[config.mk]
export PLATFORM = sky130hd
export DESIGN_NAME = cal_seq
export DESIGN_NICKNAME = d
export VERILOG_FILES = /design/src/rtl/cal_seq.sv
export SDC_FILE = /design/constraint.sdc
export NUM_CORES = 1
export LEC_CHECK = 0
export ABC_CLOCK_PERIOD_IN_PS = 7200
export CAP_MARGIN = 20
export CORE_ASPECT_RATIO = 2
export CORE_UTILIZATION = 40
export CTS_BUF_LIST = sky130_fd_sc_hd__clkbuf_2
export DETAILED_ROUTE_END_ITERATION = 10
export GPL_TIMING_DRIVEN = 0
export PLACE_DENSITY_LB_ADDON = 0.25
export SLEW_MARGIN = 20
export SYNTH_ARGS = -nofsm -noshare
export SYNTH_HDL_FRONTEND = slang
export SYNTH_SLANG_ARGS = --single-unit
[constraint.sdc]
create_clock -name clk -period 7.2 [get_ports clk]
set_clock_uncertainty 0.2 [all_clocks]
set_input_delay 1.44 -clock clk [delete_from_list [all_inputs] [get_ports clk]]
set_output_delay 1.44 -clock clk [all_outputs]
set_load 0.02 [all_outputs]
[src/rtl/cal_seq.sv]
module cal_seq #(
  parameter int CFG_W     = 8,
  parameter int PPM_W     = 16,
  parameter int PPM_LIMIT = 500,
  parameter bit NEED_REF  = 1'b1
) (
  input  logic                    clk,
  input  logic                    por_n,
  input  logic                    rst_ext_n,
  input  logic [CFG_W-1:0]        cfg_pins,
  input  logic                    reg_oor,
  input  logic                    clk_alarm,
  input  logic                    clk_active,
  input  logic                    ref_present,
  input  logic                    cal_done,
  input  logic signed [PPM_W-1:0] ppm_dev,
  output logic                    cal_start,
  output logic                    lol,
  output logic                    holdover,
  output logic                    locked
);

  localparam int DW = PPM_W + 1;
  localparam logic [DW-1:0] LIMIT = DW'(PPM_LIMIT);

  typedef enum logic [2:0] {S_RESET, S_WAIT, S_CAL, S_LOCK, S_HOLD} st_t;

  st_t                    st, nst;
  logic                   pend, nxt_pend;
  logic [CFG_W-1:0]       cfg_q;
  logic signed [PPM_W-1:0] ppm_ref;
  logic signed [DW-1:0]   drift;
  logic [DW-1:0]          drift_mag;
  logic                   in_ok, start_ok, hard_trig, ppm_trip;

  assign in_ok     = !clk_alarm && clk_active;
  assign start_ok  = in_ok && (ref_present || !NEED_REF);
  assign hard_trig = (cfg_pins != cfg_q) || reg_oor;
  assign drift     = DW'(ppm_dev) - DW'(ppm_ref);
  assign drift_mag = drift[DW-1] ? DW'(-drift) : DW'(drift);
  assign ppm_trip  = drift_mag >= LIMIT;

  always_comb begin
    nst      = st;
    nxt_pend = pend;
    if (!rst_ext_n) begin
      nst      = S_RESET;
      nxt_pend = 1'b0;
    end else begin
      case (st)
        S_RESET: nst = S_WAIT;
        S_WAIT: begin
          nxt_pend = 1'b0;
          if (start_ok) nst = S_CAL;
        end
        S_CAL: begin
          if (hard_trig) nxt_pend = 1'b1;
          if (cal_done) begin
            nst      = (pend || hard_trig) ? S_WAIT : S_LOCK;
            nxt_pend = 1'b0;
          end
        end
        S_LOCK: begin
          if (hard_trig || ppm_trip) nst = S_WAIT;
          else if (!in_ok)           nst = S_HOLD;
        end
        S_HOLD: begin
          if (hard_trig)  nst = S_WAIT;
          else if (in_ok) nst = S_LOCK;
        end
        default: nst = S_RESET;
      endcase
    end
  end

  always_ff @(posedge clk or negedge por_n) begin
    if (!por_n) begin
      st        <= S_RESET;
      pend      <= 1'b0;
      cfg_q     <= '0;
      ppm_ref   <= '0;
      cal_start <= 1'b0;
      lol       <= 1'b1;
      holdover  <= 1'b0;
      locked    <= 1'b0;
    end else begin
      st        <= nst;
      pend      <= nxt_pend;
      if (st == S_WAIT && nst == S_CAL) cfg_q <= cfg_pins;
      if (st == S_CAL && nst == S_LOCK) ppm_ref <= ppm_dev;
      cal_start <= (st == S_WAIT) && (nst == S_CAL);
      lol       <= (nst == S_RESET) || (nst == S_WAIT) || (nst == S_CAL);
      holdover  <= nst == S_HOLD;
      locked    <= nst == S_LOCK;
    end
  end

endmodule

# [Yosys cells after proc, flatten, opt, wreduce, memory -nomap -nowiden]
# Index checks and enable logic that the tools add are counted.
[classes] add_sub_neg=2 n_mul=0 div=0 magnitude_cmp=1 n_eq_ne=11 shift=0 muxes=14 bitwise=0 reduce_logical=13
[op_table] cell="2-to-1 mux 3 bit" count=7
[op_table] cell=">= comparator 17 x 9 -> 1 bit (second input constant)" count=1
[op_table] cell="2-to-1 mux 17 bit" count=1
[op_table] cell="negation 17 bit" count=1
[op_table] cell="subtractor 16 x 16 -> 17 bit" count=1
[op_table] cell="case mux 3 bit (5 select lines)" count=1
[op_table] cell="equality test 3 x 2 -> 1 bit (second input constant)" count=4
[op_table] cell="inequality test 8 bit" count=1
[op_table] cell="equality test 3 x 1 -> 1 bit (second input constant)" count=2
[op_table] cell="equality test 3 bit (second input constant)" count=2
[op_table] cell="logical NOT 3 bit" count=2
[op_table] cell="logical OR 1 bit" count=5
[op_table] cell="logical AND 1 bit" count=4
[op_table] cell="inequality test 4 bit (second input constant)" count=1
[op_table] cell="2-to-1 mux 1 bit" count=3
[op_table] cell="inequality test 3 x 1 -> 1 bit (second input constant)" count=1
[op_table] cell="2-to-1 mux 2 bit" count=1
[op_table] cell="case mux 1 bit (2 select lines)" count=1
[op_table] cell="AND reduction 2 bit" count=1
[op_table] cell="logical NOT 1 bit" count=1
[totals] ff_bits=32 latch_bits=0 mem_bits_rw=0 romBits=0 in_bits=32 out_inout_bits=4 word_cells=49 n_memories=0

# [Longest topological paths before layout]
[logic_depth] ltp_word=11 depth_mapped=14 mapped_depth_nobuf=13

# [Least setup slack after synthesis]
# OpenSTA, ideal clock, no wires.
[synth_timing] kind="input to register" startpoint="in ppm_dev[0]" endpoint="reg lol" setup_ps=77 arrival_time_ps=4995 t_required_ps=6923 slack_ps=1928 path_stages=13 path_buffers=0 cell_sequence="inv_1 > ha_1 > fa_1 > nand2b_1 > a2111oi_4 > nor3_2 > or4_1 > a32o_2 > or4_4 > a211oi_2 > o2111ai_1 > or4b_4 > a21bo_1"
[synth_between] elab_chain_len=11 elab_cells_between_ends=13 cone_classes="add/sub: 2; order compare: 1; eq/ne: 2; mux: 4; reduce/logical: 4"
[synth_rtl] item="start, declared" line_no="16" rtl="input logic signed [PPM_W-1:0] ppm_dev,"
[synth_rtl] item="subtractor 16 x 16 -> 17 bit *" line_no="39" rtl="assign drift = DW'(ppm_dev) - DW'(ppm_ref);"
[synth_rtl] item="negation 17 bit" line_no="40" rtl="assign drift_mag = drift[DW-1] ? DW'(-drift) : DW'(drift);"
[synth_rtl] item="2-to-1 mux 17 bit *" line_no="40"
[synth_rtl] item=">= comparator 17 x 9 -> 1 bit *" line_no="41" rtl="assign ppm_trip = drift_mag >= LIMIT;"
[synth_rtl] item="logical OR 1 bit *" line_no="64" rtl="if (hard_trig || ppm_trip) nst = S_WAIT;"
[synth_rtl] item="2-to-1 mux 3 bit *" line_no="64"
[synth_rtl] item="case mux 3 bit (5 select lines) *" line_no="50" rtl="case (st)"
[synth_rtl] item="2-to-1 mux 3 bit *" line_no="46" rtl="if (!rst_ext_n) begin"
[synth_rtl] item="equality test 3 x 1 -> 1 bit / logical NOT 3 bit (equally long branches)" line_no="92" rtl="lol <= (nst == S_RESET) || (nst == S_WAIT) || (nst == S_CAL);"
[synth_rtl] item="logical OR 1 bit" line_no="92"
[synth_rtl] item="logical OR 1 bit *" line_no="92"
[synth_rtl] item="end signal, assigned" line_no="92"
[synth_rtl] item="end, declared" line_no="18" rtl="output logic lol,"
# Every way passes the cells marked *; elsewhere a longest branch is shown, timed or not.
# A chain may end at the register's enable or synchronous reset.

# [Worst setup path after layout]
[layout_timing] startpoint="in ppm_dev[0]" endpoint="reg locked"
[layout_between] elab_chain_len=9
[layout_rtl] item="subtractor 16 x 16 -> 17 bit *" line_no="39"
[layout_rtl] item="negation 17 bit" line_no="40"
[layout_rtl] item="2-to-1 mux 17 bit *" line_no="40"
[layout_rtl] item=">= comparator 17 x 9 -> 1 bit *" line_no="41"
[layout_rtl] item="logical OR 1 bit *" line_no="64"
[layout_rtl] item="2-to-1 mux 3 bit *" line_no="64"
[layout_rtl] item="case mux 3 bit (5 select lines) *" line_no="50"
[layout_rtl] item="2-to-1 mux 3 bit *" line_no="46"
[layout_rtl] item="equality test 3 x 2 -> 1 bit *" line_no="94" rtl="locked <= nst == S_LOCK;"
[layout_rtl] item="end signal, assigned" line_no="85" rtl="locked <= 1'b0;"
[layout_rtl] item="end signal, assigned" line_no="94"
[layout_rtl] item="end, declared" line_no="20" rtl="output logic locked"
# Marks and branches as above.

==> summary.txt <==
Status: finished, final reports clean
Hold crit path type: reg2reg
Ys Warns: 0
R2R setup slack: 2.65 ns
Post-synth EDFFs: 0
# setup viols final: 0
Sequential fraction of the synthesis area: 26.4%
Insertion delay to the later sink of the worst-skew pair: 0.41 ns
CTS tree: yes
Fin area: 3560 um2
Clock network fraction of total power: 17.3%
Initial antenna violation count: 0
Worst-path cell chain: clkdlybuf4s50_1, inv_1, ha_1, fa_1, nand2b_1, a21oi_1, o31a_1, o221ai_1, or4b_1, buf_2, or4_4, a211oi_2, o2111ai_1, or4b_4, o22ai_1
Avg Synthesized Cell Area: 8.90 um2
Initial DRC Count: 104
Logic gate share of total power: 43.9%
Flops & latches, synth: 32
PwrDens: 153 nW/um2
CP top delay family: simple AND/OR/NAND/NOR gates
Wire length per cell: 16.1 um
Routed via count: 2,819
Total track usage: 20.8%
Worst reg2reg startpoint: ppm_ref[0]
Setup crit end kind: flip-flop
Sequential share of power: 38.8%
Peak supply drop: 0.0000979 V
Crit-path max FO: 6
Postcts setup bufs: 0
Leakage: 1.45 nW
Fin crit share: 79.3%
Switching fraction of total power: 38.8%
Global route overflow: 0
Placed Area: 3520 um2
Vias in the first global route: 2,849
Share of layout cells above drive strength 1: 17.1%
Max-slew violations: 0
Psw: 0.211 mW
FF-to-FF End: locked
Die ar.: 7960 um2
Num CTS Buffers: 5
Buf/Inv on CP: 3
# rows: 44
Largest net degree at the start of global routing: 19
Clock root buffer: clkbuf_2
Ys async rst share: 100%
Area Overhead vs Synth: 17.4%
Final Critical Period: 5.71 ns
CTS resizes: 0
RePlAce Congestion: 0.915
# DRC: 0
Initial core utilization: 41.4%
# fillers: 758
Slew headroom: 38.1%
Worst setup SP type: input port
Hold Fails Final Rpt: 0
Die X: 63.6 um
FMAX: 0.175 GHz
Worst-Margin Slew: 0.920 ns
Hold_sp: ppm_ref[3]
Slowest cell on crit path: or4b_4
Die Y: 125 um
Core box area: 7320 um2
Post-synth net total: 391
Antenna fix cells: 0
Internal power: 0.333 mW
Reg2Reg Depth: 13
H-tree depth: 2
Critical Path RT: 7.35 ns
First-pass GRT wire length: 12,900 um
Buffers on Ports: 35
Hold Path Sink: ppm_ref[3]
Mapped Area: 3030 um2
Crit path arrival time: 5.85 ns
Synthesized instance count: 341
Final WL: 7670 um
Distinct cells, synth: 77
Post-DP HPWL: 6220 um
Final TNS setup: 0 ns
CTS Buffer Depth: 2
Crit-path max cell delay: 0.55 ns
Max_cap viols: 0
Critical path class: in2reg
RSZ-0062 raised after global routing: no
Clock sinks: 32
DRT antenna net count: 0
Final nets: 434
Clk slew on worst S/H paths: 0.18 ns
Cts hold-fix bufs: 0
Primary FF master, synth: dfrtp_1
Drt pass-1 iters: 6
Hold Path Depth: 1
Vias/cell: 5.91
Boundary pin count: 36
-- synthesized netlist by cell type (4+ instances only) --
cell	number	share of area, %
dfrtp_1	31	26
nor2_1	14	1.7
ha_1	17	7.0
a21oi_1	19	3.1
a211oi_1	6	1.5
xnor2_1	11	3.2
mux2_2	24	8.9
nand4_1	4	0.82
nand3_1	9	1.5
o22ai_1	6	1.2
nor3_1	6	0.99
and2_1	7	1.4
a21o_1	10	2.5
nand2_1	20	2.5
nand2b_1	5	1.0
inv_1	26	3.2
buf_6	4	1.5
clkbuf_1	5	0.62
xor2_1	5	1.4
o21ai_0	15	2.5
o211ai_1	4	0.99
a31oi_1	7	1.4
-- metal layers --
layer / track usage [%] / share of wire, %
met1: 18.6 / 35
met2: 41.4 / 59
met3: 2.37 / 2.1
met4: 13.4 / 4.5
met5: 0 / 0
-- kinds of logic after synthesis --
kind of cell,after synthesis,share of synthesized area (%)
AOI/OAI and AO/OA,109,26.3
xor gates and xnor gates,16,4.62
adders and majority gates,18,7.67
buffers and inverters,40,6.27
DFF,32,26.4
muxes,27,9.90
and+or+nand+nor,99,18.8
-- registers in the layout, summed over array words and instances, names as in the netlist --
name	cells
locked	1
ppm_ref	16
cal_start	1
cfg_q	8
st	3
lol	1
holdover	1
pend	1
-- placed cells by master, fill, tap and decap left out, types with 4 or more instances in the layout --
cell type / count
a211oi_1: 6
buf_6: 4
nand3_1: 9
a21o_1: 10
a31oi_1: 7
and2_1: 7
xnor2_1: 11
nor2_1: 14
nand2b_1: 5
a21oi_1: 19
nand4_1: 4
nand2_1: 20
o211ai_1: 4
clkdlybuf4s50_1: 34
ha_1: 17
o22ai_1: 6
clkbuf_2: 6
nor3_1: 6
clkbuf_1: 5
xor2_1: 5
mux2_2: 24
dfrtp_1: 31
o21ai_0: 15
inv_1: 26
-- power groups by stage --
stage	Clock (mW)	Combinational [mW]	Sequential [mW]
floorplan	0	0.171	0.213
CTS	0.102	0.239	0.212
global placement	0	0.232	0.214
finish	0.0941	0.239	0.211
detailed placement	0	0.237	0.215
global route	0.106	0.265	0.215
-- per-stage QoR --
stage / instances / utilization (%) / total power [mW] / setup WS [ns] / hold slack [ns]
finish: 477 / 48.7 / 0.544 / 1.49 / 0.330
global route: 477 / 48.7 / 0.586 / 1.32 / 0.351
CTS: 477 / 48.7 / 0.552 / 1.55 / 0.332
detailed placement: 469 / 48.1 / 0.452 / 1.08 / 0.294
global placement: 468 / 47.8 / 0.446 / 1.08 / 0.287
floorplan: 341 / - / 0.384 / 1.93 / 0.279
-- cell type report --
type | instances | area (um2) | share of cell area [%]
Buffer | 14 | 92.6 | 2.60
Clock buffer | 6 | 30.0 | 0.843
Clock inverter | 2 | 11.3 | 0.316
Inverter | 26 | 97.6 | 2.74
Multi-Input combinational cell | 269 | 2040 | 57.3
Sequential cell | 32 | 802 | 22.5
Tap cell | 92 | 115 | 3.23
Timing Repair Buffer | 36 | 373 | 10.5
-- worst max-delay path by stage --
stage	start	endpoint	slack (ns)	cells after the start
final	ppm_dev[0]	locked	1.49	15
after global routing	ppm_dev[0]	holdover	1.32	15
after CTS	ppm_dev[0]	locked	1.55	15
after detailed placement	ppm_dev[0]	locked	1.08	15
after global placement	ppm_dev[0]	locked	1.08	15
after floorplan	ppm_dev[0]	lol	1.93	13
Note: power is estimated with default switching activity, not from simulation.
